<file path="config.mk">
export PLATFORM = sky130hd
export DESIGN_NAME = uv_fault_supervisor
export DESIGN_NICKNAME = d
export VERILOG_FILES = /design/src/rtl/uvs_pkg.sv /design/src/rtl/uvs_qual_bank.sv /design/src/rtl/uvs_latchoff.sv /design/src/rtl/uv_fault_supervisor.sv
export SDC_FILE = /design/constraint.sdc
export NUM_CORES = 1
export LEC_CHECK = 0
export BUFFER_PORTS_ARGS = -buffer_cell sky130_fd_sc_hd__buf_4
export CAP_MARGIN = 20
export CORE_UTILIZATION = 55
export DETAILED_ROUTE_END_ITERATION = 16
export PLACE_DENSITY = 0.79
export RECOVER_POWER = 50
export SYNTH_ARGS = -nofsm -noshare
export SYNTH_HDL_FRONTEND = slang
export SYNTH_SLANG_ARGS = --single-unit
</file>
<file path="constraint.sdc">
create_clock -name clk -period 1.7 [get_ports clk]
set_input_delay 0.51 -clock clk [delete_from_list [all_inputs] [get_ports clk]]
set_output_delay 0.51 -clock clk [all_outputs]
set_load 0.005 [all_outputs]
</file>
<file path="src/rtl/uvs_pkg.sv">
package uvs_pkg;
  // Width of a saturating counter that must reach the value n.
  function automatic int cnt_width(input int n);
    return (n < 1) ? 1 : $clog2(n + 1);
  endfunction
endpackage

</file>
<file path="src/rtl/uvs_qual_bank.sv">
module uvs_qual_bank
  import uvs_pkg::*;
#(
  parameter int LANES     = 1,
  parameter int TMO_TICKS = 10
) (
  input  logic             clk,
  input  logic             rst_n,
  input  logic             tick_i,
  input  logic [LANES-1:0] raw_i,
  input  logic [LANES-1:0] arm_i,
  output logic [LANES-1:0] qual_o
);
  localparam int              CW    = cnt_width(TMO_TICKS);
  localparam logic [CW-1:0]   LIMIT = CW'(TMO_TICKS);

  for (genvar g = 0; g < LANES; g++) begin : g_lane
    logic [CW-1:0] cnt_q, cnt_d;
    logic          hold;
    logic          step_en;

    assign hold    = raw_i[g] & arm_i[g];
    assign step_en = hold & tick_i & (cnt_q != LIMIT);

    always_comb begin
      cnt_d = cnt_q;
      if (!hold)        cnt_d = '0;
      else if (step_en) cnt_d = cnt_q + 1'b1;
    end

    always_ff @(posedge clk or negedge rst_n) begin
      if (!rst_n) cnt_q <= '0;
      else        cnt_q <= cnt_d;
    end

    assign qual_o[g] = (cnt_q == LIMIT);

    // a confirmed lane had its flag held and armed on the previous cycle
    p_qual_held_r1: assert property (@(posedge clk) disable iff (!rst_n)
      qual_o[g] |-> $past(raw_i[g] && arm_i[g]));
    // disarming removes confirmation by the next edge
    p_disarm_zero_r2: assert property (@(posedge clk) disable iff (!rst_n)
      !arm_i[g] |=> !qual_o[g]);
  end
endmodule

</file>
<file path="src/rtl/uvs_latchoff.sv">
module uvs_latchoff #(
  parameter int LANES = 1
) (
  input  logic             clk,
  input  logic             rst_n,
  input  logic             clear_i,
  input  logic [LANES-1:0] trip_i,
  output logic [LANES-1:0] off_o
);
  logic [LANES-1:0] off_q, off_d;

  always_comb begin
    if (clear_i) off_d = '0;
    else         off_d = off_q | trip_i;
  end

  always_ff @(posedge clk or negedge rst_n) begin
    if (!rst_n) off_q <= '0;
    else        off_q <= off_d;
  end

  assign off_o = off_q;

  // a clear empties every latch on the next edge
  p_clear_all_r8: assert property (@(posedge clk) disable iff (!rst_n)
    clear_i |=> (off_o == '0));

  for (genvar g = 0; g < LANES; g++) begin : g_chk
    // a latched regulator stays off until cleared
    p_latch_hold_r4: assert property (@(posedge clk) disable iff (!rst_n)
      (off_o[g] && !clear_i) |=> off_o[g]);
    // a latch only sets from its own lane's trip
    p_latch_cause_r4: assert property (@(posedge clk) disable iff (!rst_n)
      $rose(off_o[g]) |-> $past(trip_i[g]));
  end
endmodule

</file>
<file path="src/rtl/uv_fault_supervisor.sv">
module uv_fault_supervisor #(
  parameter int N_INT     = 2,
  parameter int N_EXT     = 3,
  parameter int N_SUP     = 3,
  parameter int TMO_TICKS = 10
) (
  input  logic             clk,
  input  logic             rst_n,
  input  logic             tick_i,
  input  logic [N_INT-1:0] int_uv_i,
  input  logic [N_INT-1:0] int_arm_i,
  input  logic [N_EXT-1:0] ext_uv_i,
  input  logic [N_EXT-1:0] ext_arm_i,
  input  logic [N_SUP-1:0] sup_uv_i,
  input  logic [N_SUP-1:0] sup_arm_i,
  input  logic             therm_warn_i,
  input  logic             therm_shut_i,
  input  logic             active_i,
  input  logic             shut_req_i,
  output logic             fault_o,
  output logic [N_INT-1:0] reg_off_o,
  output logic             all_off_o,
  output logic             force_s5_o
);
  logic [N_INT-1:0] int_q;
  logic [N_EXT-1:0] ext_q;
  logic [N_SUP-1:0] sup_q;
  logic [1:0]       therm_q;   // [0] warning, [1] shutdown
  logic [N_INT-1:0] off_q;
  logic             sup_any;
  logic             fault_q, fault_d;
  logic             s5_q, s5_d;
  logic             cut_q, cut_d;

  uvs_qual_bank #(.LANES(N_INT), .TMO_TICKS(TMO_TICKS)) u_int_qual (
    .clk(clk), .rst_n(rst_n), .tick_i(tick_i),
    .raw_i(int_uv_i), .arm_i(int_arm_i), .qual_o(int_q));

  uvs_qual_bank #(.LANES(N_EXT), .TMO_TICKS(TMO_TICKS)) u_ext_qual (
    .clk(clk), .rst_n(rst_n), .tick_i(tick_i),
    .raw_i(ext_uv_i), .arm_i(ext_arm_i), .qual_o(ext_q));

  uvs_qual_bank #(.LANES(N_SUP), .TMO_TICKS(TMO_TICKS)) u_sup_qual (
    .clk(clk), .rst_n(rst_n), .tick_i(tick_i),
    .raw_i(sup_uv_i), .arm_i(sup_arm_i), .qual_o(sup_q));

  uvs_qual_bank #(.LANES(2), .TMO_TICKS(TMO_TICKS)) u_therm_qual (
    .clk(clk), .rst_n(rst_n), .tick_i(tick_i),
    .raw_i({therm_shut_i, therm_warn_i}), .arm_i(2'b11), .qual_o(therm_q));

  uvs_latchoff #(.LANES(N_INT)) u_latch (
    .clk(clk), .rst_n(rst_n), .clear_i(shut_req_i),
    .trip_i(int_q), .off_o(off_q));

  assign sup_any = |sup_q;

  always_comb begin
    // soft-off request: set by supply loss in the active state, held
    // until every supply monitor is clear
    if (shut_req_i)  s5_d = 1'b0;
    else if (s5_q)   s5_d = sup_any;
    else             s5_d = sup_any & active_i;

    cut_d = therm_q[1];

    fault_d = ~shut_req_i & ( (|int_q) | (|ext_q) | (|therm_q)
                            | (sup_any & active_i)
                            | (|off_q) | s5_q );
  end

  always_ff @(posedge clk or negedge rst_n) begin
    if (!rst_n) begin
      fault_q <= 1'b0;
      s5_q    <= 1'b0;
      cut_q   <= 1'b0;
    end else begin
      fault_q <= fault_d;
      s5_q    <= s5_d;
      cut_q   <= cut_d;
    end
  end

  assign fault_o    = fault_q;
  assign reg_off_o  = off_q;
  assign all_off_o  = cut_q;
  assign force_s5_o = s5_q;

  // a shutdown request silences the fault on the next edge
  p_fault_quiet_r8: assert property (@(posedge clk) disable iff (!rst_n)
    shut_req_i |=> !fault_o);
  // the soft-off request only starts from the active state
  p_s5_from_active_r7: assert property (@(posedge clk) disable iff (!rst_n)
    $rose(force_s5_o) |-> $past(active_i));
  // no soft-off request survives a shutdown request
  p_s5_cleared_r8: assert property (@(posedge clk) disable iff (!rst_n)
    shut_req_i |=> !force_s5_o);
endmodule

</file>
## After elaboration in Yosys (flattened, before gate mapping)

Index checks and enable logic that the tools add are counted.

- Output and inout port bits: 5
- Logic and storage cells: 119
- Register bits: 45
- Bits in latches: 0
- Memories: 0
- Bits of input ports: 23
- RAM bits: 0
- Memory bits (read-only): 0

- Multipliers: 0
- Divide/modulo/power cells: 0
- Bitwise gates (word level): 37
- Magnitude comparators: 0
- Add/subtract/negate cells: 10
- Muxes and demuxes: 23
- Reduce and logical (&&, ||, !) cells: 5
- Shift operators: 0
- Equal/unequal tests: 30

Operators by type and width:

| operator | count |
|---|---|
| $mux 4 | 20 |
| $add 4x1->4 const B | 10 |
| $eq 4x4->1 const B | 10 |
| $ne 4x4->1 const B | 10 |
| $and 1x1->1 | 30 |
| $ne 2x2->1 const B | 8 |
| $reduce_or 2->1 | 3 |
| $reduce_or 3->1 | 2 |
| $or 1x1->1 | 5 |
| $ne 2x1->1 const B | 2 |
| $mux 1 | 2 |
| $mux 2 | 1 |
| $or 2x2->2 | 1 |
| $not 1->1 | 1 |

## Logic depth before layout (Yosys ltp)

- Word-level depth: 8
- Gate-level depth with buffers: 6
- Depth with buffers taken out: 6

## Cells and area by module

From an unflattened synthesis, not the netlist that was laid out.

- Cells, all modules: 242
- Area, all modules: 2,503.7 um^2

Modules (own cells, without submodules):

| module | sequential area each (um^2) | area an instance (um^2) | instances | cells an instance |
|---|---|---|---|---|
| uvs_qual_bank at u_int_qual ... | 200.2 | 459.2 | 2 | 45 |
| uvs_qual_bank at u_sup_qual | 300.3 | 690.7 | 1 | 68 |
| uvs_qual_bank at u_ext_qual | 300.3 | 686.9 | 1 | 68 |
| uv_fault_supervisor | 75.1 | 137.6 | 1 | 12 |
| uvs_latchoff | 50.0 | 70.1 | 1 | 4 |

## Least setup slack after synthesis

Ideal clock, no wire load.

- Path kind: register -> register
- Start point: register u_sup_qual.g_lane[2].cnt_q[0]
- End point: register u_sup_qual.g_lane[2].cnt_q[2]
- Arrival time: 1,351 ps
- Cell stages (with the launch flop): 6
- Setup time: 77 ps
- Slack: 271 ps
- Buffers on the path: 0
- Required time: 1,623 ps
- Period minus slack after synthesis: 1,429 ps
- Path through: dfrtp_1 inv_1 ha_1 and3b_2 or4_1 a21oi_1

- Longest elaborated chain between the ends: 3
- Elaborated cells between the ends (all ways): 6
- Classes of those cells: 1 x add/sub; 2 x eq/ne; 2 x mux; 1 x bitwise

RTL lines:

| what | line | text |
|---|---|---|
| start, declared | uvs_qual_bank.sv:18 | `logic [CW-1:0] cnt_q, cnt_d;` |
| start signal, assigned | uvs_qual_bank.sv:33 | `else cnt_q <= cnt_d;` |
| $add 4x1->4 or $ne 4x4->1 (tied branches) | uvs_qual_bank.sv:28, uvs_qual_bank.sv:23 |  |
| $mux 4 or $and 1x1->1 (tied branches) | uvs_qual_bank.sv:28, uvs_qual_bank.sv:23 |  |
| $mux 4 or $ne 2x2->1 (tied branches) | -- |  |

Several ways; a longest one is shown, not always the timed one. The select of a mux whose other input is x is not followed.
A chain may end at the register's enable or synchronous reset.

## Final worst setup path

- Start point: register u_ext_qual.g_lane[0].cnt_q[0]
- End point: register fault_q, in the netlist fault_o

- Longest elaborated chain between the ends: 8

RTL lines:

| what | line | text |
|---|---|---|
| start, declared | uvs_qual_bank.sv:18 |  |
| start signal, assigned | uvs_qual_bank.sv:33 |  |
| $eq 4x4->1 | uvs_qual_bank.sv:36 | `assign qual_o[g] = (cnt_q == LIMIT);` |
| $reduce_or 3->1 | uv_fault_supervisor.sv:66 | `fault_d = ~shut_req_i & ( (\|int_q) \| (\|ext_q) \| (\|therm_q)` |
| $or 1x1->1 (2 in a row) | uv_fault_supervisor.sv:66 |  |
| $or 1x1->1 | uv_fault_supervisor.sv:67 | `\| (sup_any & active_i)` |
| $or 1x1->1 (2 in a row) | uv_fault_supervisor.sv:68 | `\| (\|off_q) \| s5_q );` |
| $and 1x1->1 | uv_fault_supervisor.sv:66 |  |
| named net fault_d | uv_fault_supervisor.sv:31 | `logic fault_q, fault_d;` |
| end signal, assigned | uv_fault_supervisor.sv:77 | `fault_q <= fault_d;` |
| end, declared | uv_fault_supervisor.sv:31 |  |

The timed path passes the listed nets, and every way through them passes these cells.

==> metrics.cfg <==
[critical_path]
worst-endpoint-arrival_ns = 1.76
cp_top_family = simple AND/OR/NAND/NOR gates
critPathMaxStageDelay_ns = 0.40
path_depth = 5
reg2reg_depth = 5
crit_path_cell_trace = inv_1 > ha_1 > and3b_1 > nor4_1 > a41oi_1
path_class = flip-flop to flip-flop
critPathRequiredTime_ns = 1.86
path_buf_inv = 1
slowest_stage = nor4_1
startpoint_type = flip-flop
path_max_fanout = 5
worstSetupEndpointType = flip-flop

[sta]
fmax_ghz = 0.626
rsz0062_at_grt = no
hold_slack_ns = 0.400
timing.final.ws_setup_ns = 0.102
hold_viol_final = 0
slew_headroom_pct = 27.5
period_share_pct = 94.0
period_minus_slack_ns = 1.60
setup_viol = 0
setup-tns-final_ns = 0
maxSlewViolCount = 0
tightest_slew_ns = 1.09
finClkSkew_ns = 0.00310

[floorplan]
die_area_um2 = 4650
initial_core_util_pct = 58.6
rows = 23
fp.dieH_um = 68.2
die_x_um = 68.2
core_um2 = 4120
num_io_pins = 28

[route]
vias = 1914
vias_per_cell = 5.75
drc = 0
drtAntennaViolNets = 0
wl_per_cell_um = 13.9
first_pass_iters = 4
drt_iter0_drc = 84
wirelength_um = 4640

[synthesis]
netlist_instances = 253
synth_ff_type = dfrtp_1
synth_top_cell_area_share_pct = 46.7
ys_seq_elements = 45
syn-num-nets = 296
synth_edf_count = 0
synth.most_common_cell = dfrtp_1
netlist_top_cells_area = dfrtp_1 47%, ha_1 10%, a21oi_1 6.2%
syn_area_um2 = 2410
ys_seq_area_share_pct = 46.7
synthDistinctLibCells = 23
synth_common_cells = 45 x dfrtp_1, 30 x a21oi_1, 29 x o21ai_0, 22 x inv_1, 20 x ha_1
synth_top_area_cell = dfrtp_1
synthArstFlopShare_pct = 100
yosys_warnings = 0
syn_avg_cell_area_um2 = 9.53

[grt]
grt_pass1_wl_um = 7710
grt_max_degree = 46
grt_pass1_vias = 1727
grt-ovfl-total = 0
gr-usage-all-layers_pct = 22.7
antenna_found_initial = 0

[clock_tree]
clock_latency_ns = 0.29
cts_max_path_buffers = 2
clock_sinks = 45
cts_tree = done
h-tree-depth = 2
hold_buffers = 0
postCtsSetupRepairBufs = 0
clk_pin_slew_worst_paths_ns = 0.08
numCtsBuffers = 5
cts_root_buf = clkbuf_8
cts-resized-gates = 0

[layout]
register_area_um2 = 1130
finalNetCount = 326
drive_above_1_share_pct = 14.1
area.growth.synth_to_final_pct = 14.0
diodes = 0
num-fill-cells = 356
layout.cells.non_filler = 333
multi_input_area_um2 = 1160

[placement]
dp_hpwl_um = 3240
port_buffers = 27
dpl.cell_count = 326
pre_cts_ws_ns = 0.0931
gp_congestion = 0.771

[min_path]
min_path_type = input port to asynchronous set/reset pin

[power_and_ir_drop]
power_mw = 1.92
vdd_drop_max_mv = 0.339
power_density_nw_per_um2 = 698
p_leak_nw = 1.28

[job]
maxCapViolCount = 0

[run_status]
outcome = finished clean

area by class of cell:
| class | count | area share (%) |
|---|---|---|
| Multi-Input combinational cell | 177 | 42.2 |
| Inverter | 23 | 3.14 |
| Tap cell | 50 | 2.28 |
| Sequential cell | 45 | 41.0 |
| Clock buffer | 7 | 3.14 |
| Timing Repair Buffer | 31 | 8.29 |
cell families (layout without fill, tap and decap cells):
family,count (synthesis),after routing,synth area share (%)
AO/OA/AOI/OAI,61,61,12.9
XOR/XNOR,10,10,3.63
adder cells (fa/ha/maj),20,20,10.4
buffers and inverters,31,61,5.24
flip-flops,45,45,46.7
AND/OR/NAND/NOR,86,86,21.1
path summary, 6_finish.rpt:
| check | startpoint | end | slack, ns |
|---|---|---|---|
| worst max-delay path | u_ext_qual.g_lane[0].cnt_q[0]$_DFFE_PN0P_ | fault_o$_DFF_PN0_ | 0.10 |
| worst min-delay path | rst_n | u_therm_qual.g_lane[0].cnt_q[1]$_DFFE_PN0P_ | 0.40 |
| worst max register to register | u_ext_qual.g_lane[0].cnt_q[0]$_DFFE_PN0P_ | fault_o$_DFF_PN0_ | 0.10 |
| worst min register to register | u_latch.off_o[0]$_DFF_PN0_ | u_latch.off_o[0]$_DFF_PN0_ | 0.54 |
| max in group asynchronous | rst_n | force_s5_o$_DFF_PN0_ | 0.63 |
| min in group clk | shut_req_i | u_latch.off_o[0]$_DFF_PN0_ | 0.40 |
metal layers:
| metal | vias to the layer above | wire length (µm) | GRT usage [%] |
|---|---|---|---|
| met4 | 0 | 62 | 8.33 |
| met5 | - | 0 | 0 |
| li1 | 958 | - | - |
| met3 | 5 | 148 | 5.67 |
| met2 | 33 | 2250 | 37.1 |
| met1 | 918 | 2180 | 28.7 |
power by group:
group          switching, mW  leakage [nW]  internal [mW]
Sequential            0.0192         0.622           1.09
Combinational         0.0913         0.612         0.0663
Clock                  0.332        0.0443          0.322
layout by cell type, fill, tap and decap left out:
cell type,count
dfrtp_1,45
a21oi_1,30
o21ai_0,29
buf_4,29
inv_1,22
ha_1,20
nor2_1,15
or3_1,13
nand2_1,10
nand4_1,10
xor2_1,10
or4_1,9
nand3b_1,8
nand3_1,8
and3b_1,7
clkbuf_8,6
and3b_2,2
nor4_1,2
nor3_1,2
clkbuf_2,2
o31ai_1,1
a41oi_1,1
inv_2,1
clkbuf_1,1
flip-flops by register name (all words and copies together) (netlist names):
signal,flops
u_latch.off_o,2
u_therm_qual.g_lane.cnt_q,8
fault_o,1
u_sup_qual.g_lane.cnt_q,12
u_ext_qual.g_lane.cnt_q,12
force_s5_o,1
all_off_o,1
u_int_qual.g_lane.cnt_q,8
stage by stage:
| stage | util, % | instance area (µm²) |
|---|---|---|
| 2_1_floorplan | - | 2410 |
| 3_3_place_gp | 64.8 | 2670 |
| 3_5_place_dp | 64.8 | 2670 |
| 4_1_cts | 66.9 | 2750 |
| 5_1_grt | 66.8 | 2750 |
| 6_report | 66.8 | 2750 |
Note: power is estimated with default switching activity, not from simulation.
